==> config.mk <==
export PLATFORM = sky130hd
export DESIGN_NAME = ir_pw_rx
export DESIGN_NICKNAME = d
export VERILOG_FILES = /design/src/rtl/ir_rx_pkg.sv /design/src/rtl/ir_rx_glitch_filter.sv /design/src/rtl/ir_rx_width_timer.sv /design/src/rtl/ir_rx_fifo.sv /design/src/rtl/ir_pw_rx.sv
export SDC_FILE = /design/constraint.sdc
export NUM_CORES = 1
export LEC_CHECK = 0
export ABC_CLOCK_PERIOD_IN_PS = 5250
export BUFFER_PORTS_ARGS = -buffer_cell sky130_fd_sc_hd__buf_2
export CORE_MARGIN = 2
export CORE_UTILIZATION = 50
export DETAILED_ROUTE_END_ITERATION = 6
export PLACE_DENSITY = 0.67
export SYNTH_ARGS = -nofsm -noshare
export SYNTH_HDL_FRONTEND = slang
export SYNTH_SLANG_ARGS = --single-unit
export TNS_END_PERCENT = 10
==> constraint.sdc <==
create_clock -name clk_i -period 5.25 [get_ports clk_i]
set_input_delay 0 -clock clk_i [delete_from_list [all_inputs] [get_ports clk_i]]
set_output_delay 0 -clock clk_i [all_outputs]
set_load 0.05 [all_outputs]
==> src/rtl/ir_rx_pkg.sv <==
package ir_rx_pkg;
  typedef enum logic [1:0] {
    EDG_OFF  = 2'd0,
    EDG_FALL = 2'd1,
    EDG_RISE = 2'd2,
    EDG_ANY  = 2'd3
  } edge_sel_e;

  localparam logic [2:0] A_CTRL = 3'd0;
  localparam logic [2:0] A_DIV  = 3'd1;
  localparam logic [2:0] A_FILT = 3'd2;
  localparam logic [2:0] A_STAT = 3'd3;
  localparam logic [2:0] A_IEN  = 3'd4;
  localparam logic [2:0] A_FIFO = 3'd5;

  typedef struct packed {
    logic      no_ovf_load;
    logic      wm_any;
    edge_sel_e edge_sel;
    logic      fifo_en;
    logic      rx_en;
  } ctrl_t;
endpackage

==> src/rtl/ir_rx_glitch_filter.sv <==
module ir_rx_glitch_filter #(
  parameter int CNT_W = 16
) (
  input  logic             clk_i,
  input  logic             rst_ni,
  input  logic             raw_i,
  input  logic [CNT_W-1:0] min_i,
  output logic             lvl_o
);
  logic [1:0]       sync_q;
  logic [CNT_W-1:0] cnt_q;
  logic             raw;
  logic             pass;

  assign raw  = sync_q[1];
  // level change accepted on its min_i-th consecutive sample
  assign pass = ({1'b0, cnt_q} + 1'b1) >= {1'b0, min_i};

  always_ff @(posedge clk_i or negedge rst_ni) begin
    if (!rst_ni) begin
      sync_q <= '0;
      cnt_q  <= '0;
      lvl_o  <= 1'b0;
    end else begin
      sync_q <= {sync_q[0], raw_i};
      if (raw == lvl_o) begin
        cnt_q <= '0;
      end else if (pass) begin
        lvl_o <= raw;
        cnt_q <= '0;
      end else begin
        cnt_q <= cnt_q + 1'b1;
      end
    end
  end
endmodule

==> src/rtl/ir_rx_width_timer.sv <==
module ir_rx_width_timer #(
  parameter int TMR_W = 18,
  parameter int DIV_W = 16
) (
  input  logic             clk_i,
  input  logic             rst_ni,
  input  logic             en_i,
  input  logic [1:0]       sel_i,
  input  logic             lvl_i,
  input  logic [DIV_W-1:0] div_i,
  input  logic             no_load_i,
  output logic             push_o,
  output logic [TMR_W-2:0] push_data_o,
  output logic             ovf_o,
  output logic             busy_o
);
  logic             lvl_q, run_q;
  logic [TMR_W-1:0] tmr_q;
  logic [DIV_W-1:0] pc_q;
  logic             rise, fall, hit, tick;

  assign rise = lvl_i & ~lvl_q;
  assign fall = ~lvl_i & lvl_q;
  assign hit  = en_i & ((sel_i[0] & fall) | (sel_i[1] & rise));
  assign tick = run_q & (pc_q == '0);

  assign ovf_o       = en_i & ~hit & tick & (&tmr_q);
  assign push_o      = (hit & run_q) | (ovf_o & ~no_load_i);
  assign push_data_o = ovf_o ? '1 : {lvl_q, tmr_q[TMR_W-1:2]};
  assign busy_o      = run_q;

  always_ff @(posedge clk_i or negedge rst_ni) begin
    if (!rst_ni) begin
      lvl_q <= 1'b0;
      run_q <= 1'b0;
      tmr_q <= '0;
      pc_q  <= '0;
    end else begin
      lvl_q <= lvl_i;
      if (!en_i) begin
        run_q <= 1'b0;
        tmr_q <= '0;
        pc_q  <= div_i;
      end else if (hit) begin
        run_q <= 1'b1;
        tmr_q <= '0;
        pc_q  <= div_i;
      end else if (tick) begin
        pc_q <= div_i;
        if (&tmr_q) run_q <= 1'b0;
        else        tmr_q <= tmr_q + 1'b1;
      end else if (run_q) begin
        pc_q <= pc_q - 1'b1;
      end
    end
  end
endmodule

==> src/rtl/ir_rx_fifo.sv <==
module ir_rx_fifo #(
  parameter int DW    = 17,
  parameter int DEPTH = 8,
  localparam int AW   = $clog2(DEPTH),
  localparam int CW   = $clog2(DEPTH + 1)
) (
  input  logic          clk_i,
  input  logic          rst_ni,
  input  logic          flush_i,
  input  logic          push_i,
  input  logic [DW-1:0] data_i,
  input  logic          pop_i,
  output logic [DW-1:0] head_o,
  output logic [CW-1:0] count_o,
  output logic          full_o,
  output logic          empty_o
);
  logic [DW-1:0] mem_q [DEPTH];
  logic [AW-1:0] wp_q, rp_q;
  logic          wr_ok, rd_ok;

  assign full_o  = (count_o == CW'(DEPTH));
  assign empty_o = (count_o == '0);
  assign wr_ok   = push_i & ~full_o;
  assign rd_ok   = pop_i & ~empty_o;
  assign head_o  = mem_q[rp_q];

  always_ff @(posedge clk_i) begin
    if (wr_ok) mem_q[wp_q] <= data_i;
  end

  always_ff @(posedge clk_i or negedge rst_ni) begin
    if (!rst_ni) begin
      wp_q    <= '0;
      rp_q    <= '0;
      count_o <= '0;
    end else if (flush_i) begin
      wp_q    <= '0;
      rp_q    <= '0;
      count_o <= '0;
    end else begin
      if (wr_ok) wp_q <= wp_q + 1'b1;
      if (rd_ok) rp_q <= rp_q + 1'b1;
      case ({wr_ok, rd_ok})
        2'b10:   count_o <= count_o + 1'b1;
        2'b01:   count_o <= count_o - 1'b1;
        default: count_o <= count_o;
      endcase
    end
  end
endmodule

==> src/rtl/ir_pw_rx.sv <==
module ir_pw_rx
  import ir_rx_pkg::*;
#(
  parameter int TMR_W  = 18,
  parameter int DIV_W  = 16,
  parameter int FILT_W = 16,
  parameter int DEPTH  = 8,
  localparam int ENT_W = TMR_W - 1,
  localparam int CW    = $clog2(DEPTH + 1)
) (
  input  logic        clk_i,
  input  logic        rst_ni,
  input  logic        we_i,
  input  logic        re_i,
  input  logic [2:0]  addr_i,
  input  logic [15:0] wdata_i,
  output logic [31:0] rdata_o,
  input  logic        env_i,
  output logic        irq_o
);
  ctrl_t              ctrl_q;
  logic [DIV_W-1:0]   div_q;
  logic [FILT_W-1:0]  filt_q;
  logic [4:0]         ien_q;
  logic               to_q, ovr_q;

  logic               lvl;
  logic               tmr_push, tmr_ovf, busy;
  logic [ENT_W-1:0]   tmr_data, head;
  logic [CW-1:0]      fifo_cnt;
  logic               full, empty, pop, sreq;

  always_ff @(posedge clk_i or negedge rst_ni) begin
    if (!rst_ni) begin
      ctrl_q <= '0;
      div_q  <= '0;
      filt_q <= '0;
      ien_q  <= '0;
    end else if (we_i) begin
      case (addr_i)
        A_CTRL: ctrl_q <= ctrl_t'(wdata_i[5:0]);
        A_DIV:  div_q  <= wdata_i[DIV_W-1:0];
        A_FILT: filt_q <= wdata_i[FILT_W-1:0];
        A_IEN:  ien_q  <= wdata_i[4:0];
        default: ;
      endcase
    end
  end

  ir_rx_glitch_filter #(.CNT_W(FILT_W)) u_filt (
    .clk_i (clk_i),
    .rst_ni(rst_ni),
    .raw_i (env_i),
    .min_i (filt_q),
    .lvl_o (lvl)
  );

  ir_rx_width_timer #(.TMR_W(TMR_W), .DIV_W(DIV_W)) u_tmr (
    .clk_i      (clk_i),
    .rst_ni     (rst_ni),
    .en_i       (ctrl_q.rx_en),
    .sel_i      (ctrl_q.edge_sel),
    .lvl_i      (lvl),
    .div_i      (div_q),
    .no_load_i  (ctrl_q.no_ovf_load),
    .push_o     (tmr_push),
    .push_data_o(tmr_data),
    .ovf_o      (tmr_ovf),
    .busy_o     (busy)
  );

  assign pop = re_i & (addr_i == A_FIFO);

  ir_rx_fifo #(.DW(ENT_W), .DEPTH(DEPTH)) u_fifo (
    .clk_i  (clk_i),
    .rst_ni (rst_ni),
    .flush_i(~ctrl_q.fifo_en),
    .push_i (tmr_push & ctrl_q.fifo_en),
    .data_i (tmr_data),
    .pop_i  (pop),
    .head_o (head),
    .count_o(fifo_cnt),
    .full_o (full),
    .empty_o(empty)
  );

  // sticky flags, cleared only through the enables
  always_ff @(posedge clk_i or negedge rst_ni) begin
    if (!rst_ni) begin
      to_q  <= 1'b0;
      ovr_q <= 1'b0;
    end else begin
      if (!ctrl_q.rx_en) to_q <= 1'b0;
      else if (tmr_ovf)  to_q <= 1'b1;
      if (!ctrl_q.fifo_en)      ovr_q <= 1'b0;
      else if (tmr_push & full) ovr_q <= 1'b1;
    end
  end

  assign sreq  = ctrl_q.wm_any ? ~empty : (fifo_cnt >= CW'(DEPTH / 2));
  assign irq_o = (to_q & ien_q[0]) | (ovr_q & ien_q[1]) | (sreq & ien_q[4]);

  always_comb begin
    case (addr_i)
      A_CTRL:  rdata_o = 32'(ctrl_q);
      A_DIV:   rdata_o = 32'(div_q);
      A_FILT:  rdata_o = 32'(filt_q);
      A_STAT:  rdata_o = 32'({sreq, busy, ovr_q, to_q});
      A_IEN:   rdata_o = 32'(ien_q);
      A_FIFO:  rdata_o = empty ? 32'd0 : 32'({1'b1, head});
      default: rdata_o = 32'd0;
    endcase
  end
endmodule

### After elaboration in Yosys (flattened, before gate mapping)

Memory sizes are Yosys's and may differ from the RTL's.
Index checks and enable logic that the tools add are counted.

| word-level totals | value |
|---|---|
| register bits | 110 |
| latch bits | 0 |
| RAM bits | 136 |
| bits in read-only memories | 0 |
| input bits | 24 |
| memories kept | 1 |

Memories:

| memory | words | width | read ports | clocked after Yosys merged registers in | write ports | RTL line | source |
|---|---|---|---|---|---|---|---|
| u_fifo.mem_q | 8 | 17 | 1 | 0 | 1 | ir_rx_fifo.sv:18 | `logic [DW-1:0] mem_q [DEPTH];` |

| operators by class | value |
|---|---|
| $add $sub $neg | 8 |
| multiply operators | 0 |
| divide/modulo/power cells | 0 |
| order comparisons | 2 |
| eq/ne operators | 18 |
| shift-type cells | 0 |
| multiplexer cells | 30 |
| bitwise gates (word level) | 30 |
| reduce and logical (&&, ||, !) cells | 11 |

Operators with widths:

| cell | number |
|---|---|
| $pmux 18 s6 | 1 |
| $mux 16 | 6 |
| $mux 18 | 5 |
| $and 1x1->1 | 19 |
| $add 18x1->18 const B | 1 |
| $reduce_and 18->1 | 1 |
| $add 16x1->17 const B | 1 |
| $ge 17x16->1 | 1 |
| $mux 17 | 1 |
| $add 16x1->16 const B | 1 |
| $logic_not 16->1 | 1 |
| $sub 16x1->16 const B | 1 |
| $reduce_and 2->1 | 7 |
| $mux 3 | 4 |
| $mux 1 | 11 |
| $ne 3x1->1 const B | 3 |
| $ne 2x1->1 const B | 4 |
| $pmux 4 s2 | 1 |
| $not 1->1 | 7 |
| $add 3x1->3 const B | 2 |
| $eq 3x2->1 const B | 2 |
| $eq 3x3->1 const B | 2 |
| $add 4x1->4 const B | 1 |
| $eq 4x4->1 const B | 1 |
| 12 further kinds | 15 |

### Logic depth before layout (Yosys ltp)

Gate-level depths: netlist of the first run.

| logic depth | value |
|---|---|
| depth after elaboration | 16 |
| mapped depth | 13 |
| gate-level depth less buffers | 13 |

### Hierarchy

Synthesis of the first run repeated with hierarchy kept, for this count alone.

| unflattened totals | value |
|---|---|
| cells, all modules | 867 |
| area total of the unflattened synthesis | 11,763.8 µm² |

Modules (own cells, without submodules):

| module | instances | cells an instance | area each (µm²) | seq. area each (µm²) |
|---|---|---|---|---|
| ir_rx_fifo | 1 | 276 | 5,826.8 | 4,334.2 |
| ir_pw_rx | 1 | 190 | 2,353.5 | 1,126.1 |
| ir_rx_width_timer | 1 | 264 | 2,275.9 | 900.9 |
| ir_rx_glitch_filter | 1 | 137 | 1,307.5 | 475.5 |

### Worst setup path before layout of the first run

Ideal clock, no wire load.

| timing | value |
|---|---|
| path type | register to register |
| start | register u_tmr.pc_q[7] |
| end | memory u_fifo.mem_q[0][0], enable pin |
| arrival | 3.591 ns |
| required time | 4.815 ns |
| path slack | 1.224 ns |
| cell stages (with the launch flop) | 7 |
| period minus slack after synthesis | 4.026 ns |
| cells stage by stage | dfrtp_1 or4_4 nor3_2 nand4_2 o31ai_4 nand2_2 nor4_1 |

| between the ends | value |
|---|---|
| longest elaborated chain between the ends | 10 |

Ends and longest elaborated chain:

| element | RTL line | source |
|---|---|---|
| start, declared | ir_rx_width_timer.sv:19 | `logic [DIV_W-1:0] pc_q;` |
| start signal, assigned | ir_rx_width_timer.sv:43 | `pc_q <= div_i;` |
| start signal, assigned | ir_rx_width_timer.sv:47 | `pc_q <= div_i;` |
| start signal, assigned | ir_rx_width_timer.sv:49 | `pc_q <= div_i;` |
| $logic_not 16->1 | ir_rx_width_timer.sv:25 | `assign tick = run_q & (pc_q == '0);` |
| $and 1x1->1 | ir_rx_width_timer.sv:25 |  |
| $and 1x1->1 (2 in a row) | ir_rx_width_timer.sv:27 | `assign ovf_o = en_i & ~hit & tick & (&tmr_q);` |
| $and 1x1->1 | ir_rx_width_timer.sv:28 | `assign push_o = (hit & run_q) \| (ovf_o & ~no_load_i);` |
| $or 1x1->1 | ir_rx_width_timer.sv:28 |  |
| $and 1x1->1 | ir_pw_rx.sv:78 | `.push_i (tmr_push & ctrl_q.fifo_en),` |
| $and 1x1->1 | ir_rx_fifo.sv:24 | `assign wr_ok = push_i & ~full_o;` |
| $mux 1 | ir_rx_fifo.sv:29 | `if (wr_ok) mem_q[wp_q] <= data_i;` |
| $mux 1 (implied by the code) | ir_rx_fifo.sv:29 |  |
| end, declared | ir_rx_fifo.sv:18 |  |

Every way passes these cells.

### Worst setup path in the final report of the first run

| timing | value |
|---|---|
| start | register u_tmr.tmr_q[2] |
| end | memory u_fifo.mem_q[3][3], enable pin |

| between the ends | value |
|---|---|
| longest elaborated chain between the ends | 8 |

Ends and longest elaborated chain:

| element | RTL line | source |
|---|---|---|
| start, declared | ir_rx_width_timer.sv:18 | `logic [TMR_W-1:0] tmr_q;` |
| start signal, assigned | ir_rx_width_timer.sv:51 | `else tmr_q <= tmr_q + 1'b1;` |
| $reduce_and 18->1 | ir_rx_width_timer.sv:27 |  |
| $and 1x1->1 | ir_rx_width_timer.sv:27 |  |
| $and 1x1->1 | ir_rx_width_timer.sv:28 |  |
| $or 1x1->1 | ir_rx_width_timer.sv:28 |  |
| $and 1x1->1 | ir_pw_rx.sv:78 |  |
| $and 1x1->1 | ir_rx_fifo.sv:24 |  |
| $mux 1 | ir_rx_fifo.sv:29 |  |
| $mux 1 (implied by the code) | ir_rx_fifo.sv:29 |  |

Every way passes these cells.

==> results.py, run 1 <==
metrics = {
    "run_status": {
        "outcome": "completed",
    },
    "pwr": {
        "ir_worst_vdd_uv": 271.4,
        "power.share.sequential_pct": 50.6,
        "p_sw_share_pct": 26.69,
        "p_comb_share_pct": 12.4,
        "pwr-share-clk_pct": 37.1,
        "switchingPower_w": 0.001228,
        "p_leak_nw": 4.853,
        "p_int_w": 0.003372,
        "power_density_nw_per_um2": 357.0,
    },
    "timing": {
        "finalSetupViolCount": 0,
        "slew_viol_final": 0,
        "tightest_slew_ns": 1.192,
        "fin_crit_sh_pct": 69.77,
        "setup-tns-final_ns": 0,
        "slew_headroom_pct": 20.21,
        "grt_setup_unrepaired": "no",
        "hold_viol_final": 0,
        "finClkSkew_ns": 0.008172,
        "final.min_clock_period_ns": 3.663,
        "fmax_mhz": 273.0,
    },
    "clock_network": {
        "postCtsSetupRepairBufs": 0,
        "cts_num_sinks": 246,
        "cts_tree": "yes",
        "clk_latency_ns": 0.51,
        "ctsRootBufferMaster": "clkbuf_16",
        "clock_path_buffers": 3,
        "cts_resized": 0,
        "clk_pin_slew_ns": 0.06,
        "numCtsBuffers": 25,
        "htreeDepth": 1,
    },
    "setup_path": {
        "cp_max_fo": 12,
        "crit_arrival_ns": 3.87,
        "critical_path_required_ns": 5.46,
        "worstSetupPathType": "register to register",
        "cp-start-kind": "register",
        "endpoint_kind": "register",
        "ff2ff_path_depth": 7,
    },
    "final_layout": {
        "fillers": 1797,
        "num-nets-final": 976,
        "final_util_pct": 57.08,
        "area_growth_pct": 12.66,
        "drive_gt1_share_pct": 19.26,
        "n_antenna_cell": 0,
    },
    "global_route": {
        "busiest_layer": "met2",
        "grt_util_met2_pct": 35.11,
        "use_met1_pct": 32.04,
        "overflow": 0,
        "use_met3_pct": 3.036,
        "grt_util_all_layers_pct": 21.79,
        "grt_pass1_vias": 7081,
        "grt_max_degree": 67,
        "grt_pass1_wl_mm": 40.28,
        "antenna_found_initial": 0,
    },
    "placement": {
        "port_buffers": 42,
        "dp_hpwl_mm": 17.09,
        "place.gp.congestion": 0.8259,
    },
    "synthesis": {
        "ys_async_sr_fraction_pct": 44.72,
        "synth-seq-cells": 246,
        "syn_inst": 882,
        "yosysWarnings": 0,
        "synth_top_flop_cell": "edfxtp_1",
        "synth.distinct_cells": 65,
        "yosysSeqAreaShare_pct": 59.77,
        "avgSynthCellArea_um2": 12.97,
        "synth-edff-count": 136,
        "syn-cell-area_um2": 11440,
    },
    "drt": {
        "wire_per_inst_um": 20.84,
        "ant_nets": 0,
        "via_count": 7248,
        "viasPerCell": 5.893,
        "drt_iter0_drc": 595,
        "firstDrtPassIters": 5,
        "drc": 0,
        "wl_mm": 25.63,
    },
    "die": {
        "core-area_um2": 22570,
        "ios": 57,
        "die_h_um": 155.2,
        "start_util_pct": 50.67,
        "rows": 55,
        "dieWidth_um": 155.2,
        "die_area_um2": 24100,
    },
    "min_path": {
        "hp-class": "input port to async pin",
    },
    "run": {
        "cap_violations": 0,
    },
}
placed cells by master, fill, tap and decap left out, drive strengths merged, types with 28 or more instances in the layout:
master / Yosys / final
mux4: 37 / 37
o21ai: 48 / 48
edfxtp: 136 / 136
clkbuf: 47 / 38
dfrtp: 110 / 110
mux2: 28 / 28
buf: 23 / 57
a21oi: 33 / 33
nand3: 35 / 35
nor2: 52 / 52
nand2: 58 / 58
cell usage after synthesis, types with 3 or more instances:
cell type,number,share of area (%)
mux4_2,37,7.3
nor3_1,17,0.74
o22ai_1,13,0.71
nand3b_1,3,0.20
and3_1,10,0.55
nor2_1,52,1.7
buf_4,14,0.92
dfrtp_1,110,24
or4_1,3,0.20
a21o_1,5,0.33
clkbuf_1,47,1.5
and2_1,3,0.16
o21ai_0,48,2.1
or3_1,3,0.16
ha_1,24,2.6
and4_1,6,0.46
mux2_2,28,2.8
nand2_1,57,1.9
edfxtp_1,136,36
buf_1,8,0.26
nor2b_1,23,1.3
nand3_1,35,1.5
nand2b_1,4,0.22
mux2i_1,25,2.2
a211oi_1,3,0.20
nor4_1,5,0.27
xor2_1,22,1.7
nand4_1,13,0.71
a21oi_1,33,1.4
inv_1,27,0.89
o221ai_1,3,0.23
a31oi_1,4,0.22
xnor2_1,14,1.1
a22oi_1,13,0.85
sequential cells by signal, summed over array words and instances, names as in the netlist:
register	cells
u_fifo.mem_q	136
ctrl_q	6
u_filt.cnt_q	16
u_tmr.lvl_q	1
ien_q	5
to_q	1
u_tmr.busy_o	1
u_filt.sync_q	2
u_tmr.pc_q	16
u_tmr.tmr_q	18
div_q	16
u_fifo.rp_q	3
u_fifo.wp_q	3
u_filt.lvl_o	1
filt_q	16
u_fifo.count_o	4
ovr_q	1
through the flow:
stage               setup WS, ns  cell area, µm²  power (W)  cells  hold WS [ns]
floorplan                  1.224           11490   0.002734    895       -0.2956
global placement           1.703           11900   0.002891   1167       0.04482
detailed placement         1.586           11900   0.002912   1167       0.04541
CTS                        1.539           12880   0.004633   1230       0.04095
global route               1.314           12880   0.004801   1230       0.08743
finish                     1.587           12880   0.004600   1230       0.03105
power groups by stage:
stage               Clock, W  Combinational, W  Sequential [W]
global placement           0          0.000540         0.00235
CTS                  0.00174          0.000567         0.00232
floorplan                  0          0.000438         0.00230
detailed placement         0          0.000554         0.00236
global route         0.00182          0.000635         0.00234
finish               0.00171          0.000569         0.00233
final timing paths:
check | start | to | slack (ns)
min | rst_ni | filt_q[3] | 0.03
min in group clk_i | we_i | ctrl_q[1] | 0.10
max reg2reg | u_tmr.tmr_q[2] | u_fifo.mem_q[3][3] | 1.59
max in group asynchronous | rst_ni | u_tmr.tmr_q[12] | 3.87
max | u_tmr.tmr_q[2] | u_fifo.mem_q[3][3] | 1.59
min reg2reg | u_filt.sync_q[0] | u_filt.sync_q[1] | 0.35
repair_timing:
item	4_1_cts	5_1_grt
endpoints found under the setup margin	0	0
endpoints found under the hold margin	90	0
hold buffers	19	0
final cells by class:
| class | instances | area, µm² | share of cell area (%) |
|---|---|---|---|
| clock buffers | 38 | 765.7 | 5.943 |
| clock inverters | 6 | 30.03 | 0.2331 |
| inverters | 27 | 101.3 | 0.7866 |
| multi-input cells | 552 | 4278 | 33.20 |
| flip-flops and latches | 246 | 6838 | 53.07 |
| well taps | 285 | 356.6 | 2.768 |
| repair buffers | 76 | 515.5 | 4.001 |
critical path, stage by stage, from the launching register on:
cell and delay (ns):
dfrtp_1 0.55, and3_1 0.43, and3_1 0.39, nand4_2 0.24
o31ai_4 0.39, nand2_2 0.21, nor3_2 0.80, buf_4 0.33
routing by layer:
layer	vias to the layer above	share of wire, %
li1	3353	-
met1	3653	45
met2	215	47
met3	27	6.5
met4	0	1.5
met5	-	0
kinds of logic (layout without fill, tap and decap cells):
logic type	after synthesis	in the layout	share of synthesized area, %
AO/OA/AOI/OAI	138	138	7.494
XOR/XNOR	36	36	2.757
adder cells (fa/ha/maj)	24	24	2.626
buffers and inverters	97	147	3.654
flip-flops	246	246	59.77
multiplexers	90	90	12.23
other	1	14	0.03279
AND/OR/NAND/NOR	250	250	11.43
(Power assumes the default switching activity.)
==> run 2: changes to the inputs <==
ABC_CLOCK_PERIOD_IN_PS = 3100   (was 5250)
PLACE_DENSITY = 0.7   (was 0.67)
clock period = 3.1 ns   (was 5.25 ns; I/O delays follow)
==> run 2 against run 1 <==
Combinational power rose by 79%. Count of clock-buffer cells in the layout fell by 6. Sequential share of layout area fell by 1.7 points. Wire length rose by 2.5%. Die area did not move. Flip-flop and latch count did not move. Via count rose by 3.1%. Setup slack got worse by 1.4 ns. Clock power rose by 74%. Global-route usage rose by 0.70 points.
==> results.py, run 2 (synthesized netlist as in run 1, its figures left out) <==
metrics = {
    "drt": {
        "drc": 0,
        "wire_per_inst_um": 20.61,
        "ant_nets": 0,
        "drt_iter0_drc": 644,
        "wl_mm": 26.27,
        "via_count": 7472,
        "viasPerCell": 5.860,
        "firstDrtPassIters": 5,
    },
    "final_layout": {
        "n_antenna_cell": 0,
        "multi_input_area_um2": 4322,
        "num-nets-final": 1018,
        "register_area_um2": 6838,
        "fillers": 1781,
        "reg_top3": "u_fifo.mem_q: 136 flops, u_tmr.tmr_q: 18 flops",
        "largest-register": "u_fifo.mem_q",
        "final_cells": 1275,
        "largest_reg_flops": 136,
        "drive_gt1_share_pct": 22.63,
        "final_util_pct": 58.92,
        "area_growth_pct": 16.29,
        "final_common_cell": "edfxtp_1",
        "stdcell_area_um2": 13300,
        "mostFrequentLayoutCells": "edfxtp_1 (136), dfrtp_1 (109), nand2_1 (57)",
    },
    "die": {
        "die_area_um2": 24100,
        "rows": 55,
        "core-area_um2": 22570,
        "start_util_pct": 50.67,
        "die_h_um": 155.2,
        "dieWidth_um": 155.2,
        "ios": 57,
    },
    "timing": {
        "final.min_clock_period_ns": 2.943,
        "slew_viol_final": 0,
        "worst_hold_slack_ns": 0.1032,
        "hold_viol_final": 0,
        "grt_setup_unrepaired": "no",
        "setup-tns-final_ns": 0,
        "finalSetupViolCount": 0,
        "slew_headroom_pct": 24.43,
        "tightest_slew_ns": 1.129,
        "fin_crit_sh_pct": 94.93,
        "fmax_mhz": 339.8,
        "finClkSkew_ns": 0.01139,
    },
    "global_route": {
        "grt_pass1_wl_mm": 41.61,
        "grt_pass1_vias": 7289,
        "grt_max_degree": 71,
        "use_met1_pct": 34.01,
        "antenna_found_initial": 0,
        "grt_util_all_layers_pct": 22.49,
        "use_met3_pct": 3.148,
        "busiest_layer": "met2",
        "overflow": 0,
        "grt_util_met2_pct": 34.96,
    },
    "placement": {
        "place.gp.congestion": 0.8537,
        "placed_cell_area_um2": 12260,
        "dp_hpwl_mm": 18.02,
        "port_buffers": 42,
        "dp_cells": 1208,
    },
    "clock_network": {
        "postCtsSetupRepairBufs": 0,
        "cts_num_sinks": 246,
        "clk_pin_slew_ns": 0.06,
        "ctsRootBufferMaster": "clkbuf_16",
        "clock_path_buffers": 3,
        "clk_latency_ns": 0.52,
        "htreeDepth": 1,
        "cts_tree": "yes",
        "numCtsBuffers": 26,
    },
    "run_status": {
        "outcome": "completed",
    },
    "pwr": {
        "pwr-share-clk_pct": 37.6,
        "power_density_nw_per_um2": 596.5,
        "p_comb_share_pct": 12.9,
        "power.share.sequential_pct": 49.5,
        "p_leak_nw": 5.081,
        "ir_worst_vdd_uv": 559.9,
        "p_sw_share_pct": 26.93,
        "switchingPower_w": 0.002137,
        "p_int_w": 0.005797,
    },
    "setup_path": {
        "crit_arrival_ns": 3.34,
        "endpoint_kind": "register",
        "critical_path_required_ns": 3.50,
        "worstSetupPathType": "register to register",
        "cp-start-kind": "register",
        "cp_max_fo": 3,
    },
    "min_path": {
        "hp-class": "input port to register",
    },
    "run": {
        "cap_violations": 0,
    },
}
run 2: changes by cell type in the layout (fill, tap and decap cells not counted), moves of 2 or more:
cell / change
clkinv_1: +6
nor4_4: +2
clkinvlp_4: +2
buf_12: +3
bufinv_16: +2
clkbuf_8: -7
nor4_2: -2
buf_4: +38
run 2: power by group through the flow:
stage	combinational (W)	sequential [W]	clock [W]
detailed placement	0.00100	0.00398	0
global route	0.00114	0.00396	0.00319
global placement	0.000967	0.00396	0
finish	0.00102	0.00393	0.00298
CTS	0.00102	0.00391	0.00304
floorplan	0.000742	0.00389	0
run 2: worst max-delay path, stage by stage, from the launching register on:
cell and delay (ns):
dfrtp_1 0.37, ha_2 0.21, and4_1 0.20, nor2b_1 0.17
nand2_1 0.08, xnor2_1 0.14, ha_1 0.30, and3_1 0.17
nand4_1 0.14, or4_1 0.52, o311a_1 0.13, nand2_1 0.07
mux2_2 0.32
run 2: worst paths after layout:
check	start	to	slack, ns	cells past startpoint
max in group asynchronous	rst_ni	u_tmr.tmr_q[17]	2.07	3
min in group asynchronous	rst_ni	filt_q[1]	0.16	2
worst max-delay path	u_filt.cnt_q[1]	u_filt.lvl_o	0.16	12
worst max register to register	u_filt.cnt_q[1]	u_filt.lvl_o	0.16	12
worst min-delay path	we_i	ctrl_q[1]	0.10	5
worst min register to register	u_filt.sync_q[0]	u_filt.sync_q[1]	0.35	0
run 2: area by class of cell:
class	instances	area share, %
clock buffer	32	5.221
clock inverter	16	0.9595
inverter	27	0.7620
multi-input combinational	552	32.49
sequential	246	51.41
tap	285	2.681
timing repair buffer	117	6.472
run 2: timing repair:
item / CTS / global route
hold endpoints to repair: 113 / 0
setup endpoints to repair: 0 / 18
gates resized for setup: 0 / 5
hold buffers: 19 / 0
run 2: through the flow:
| stage | setup WS, ns | power [W] |
|---|---|---|
| 6_report | 0.1571 | 0.007934 |
| 4_1_cts | 0.1472 | 0.007970 |
| 5_1_grt | 0.01134 | 0.008285 |
| 3_3_place_gp | 0.2441 | 0.004931 |
| 3_5_place_dp | 0.1666 | 0.004978 |
| 2_1_floorplan | -0.4869 | 0.004630 |
run 2: layer usage:
metal,part of all wire [%],up-vias,wire [µm]
met5,0,-,0
met4,2.0,0,517
met3,5.9,37,1544
met2,46,233,12140
met1,46,3774,12070
li1,-,3428,-
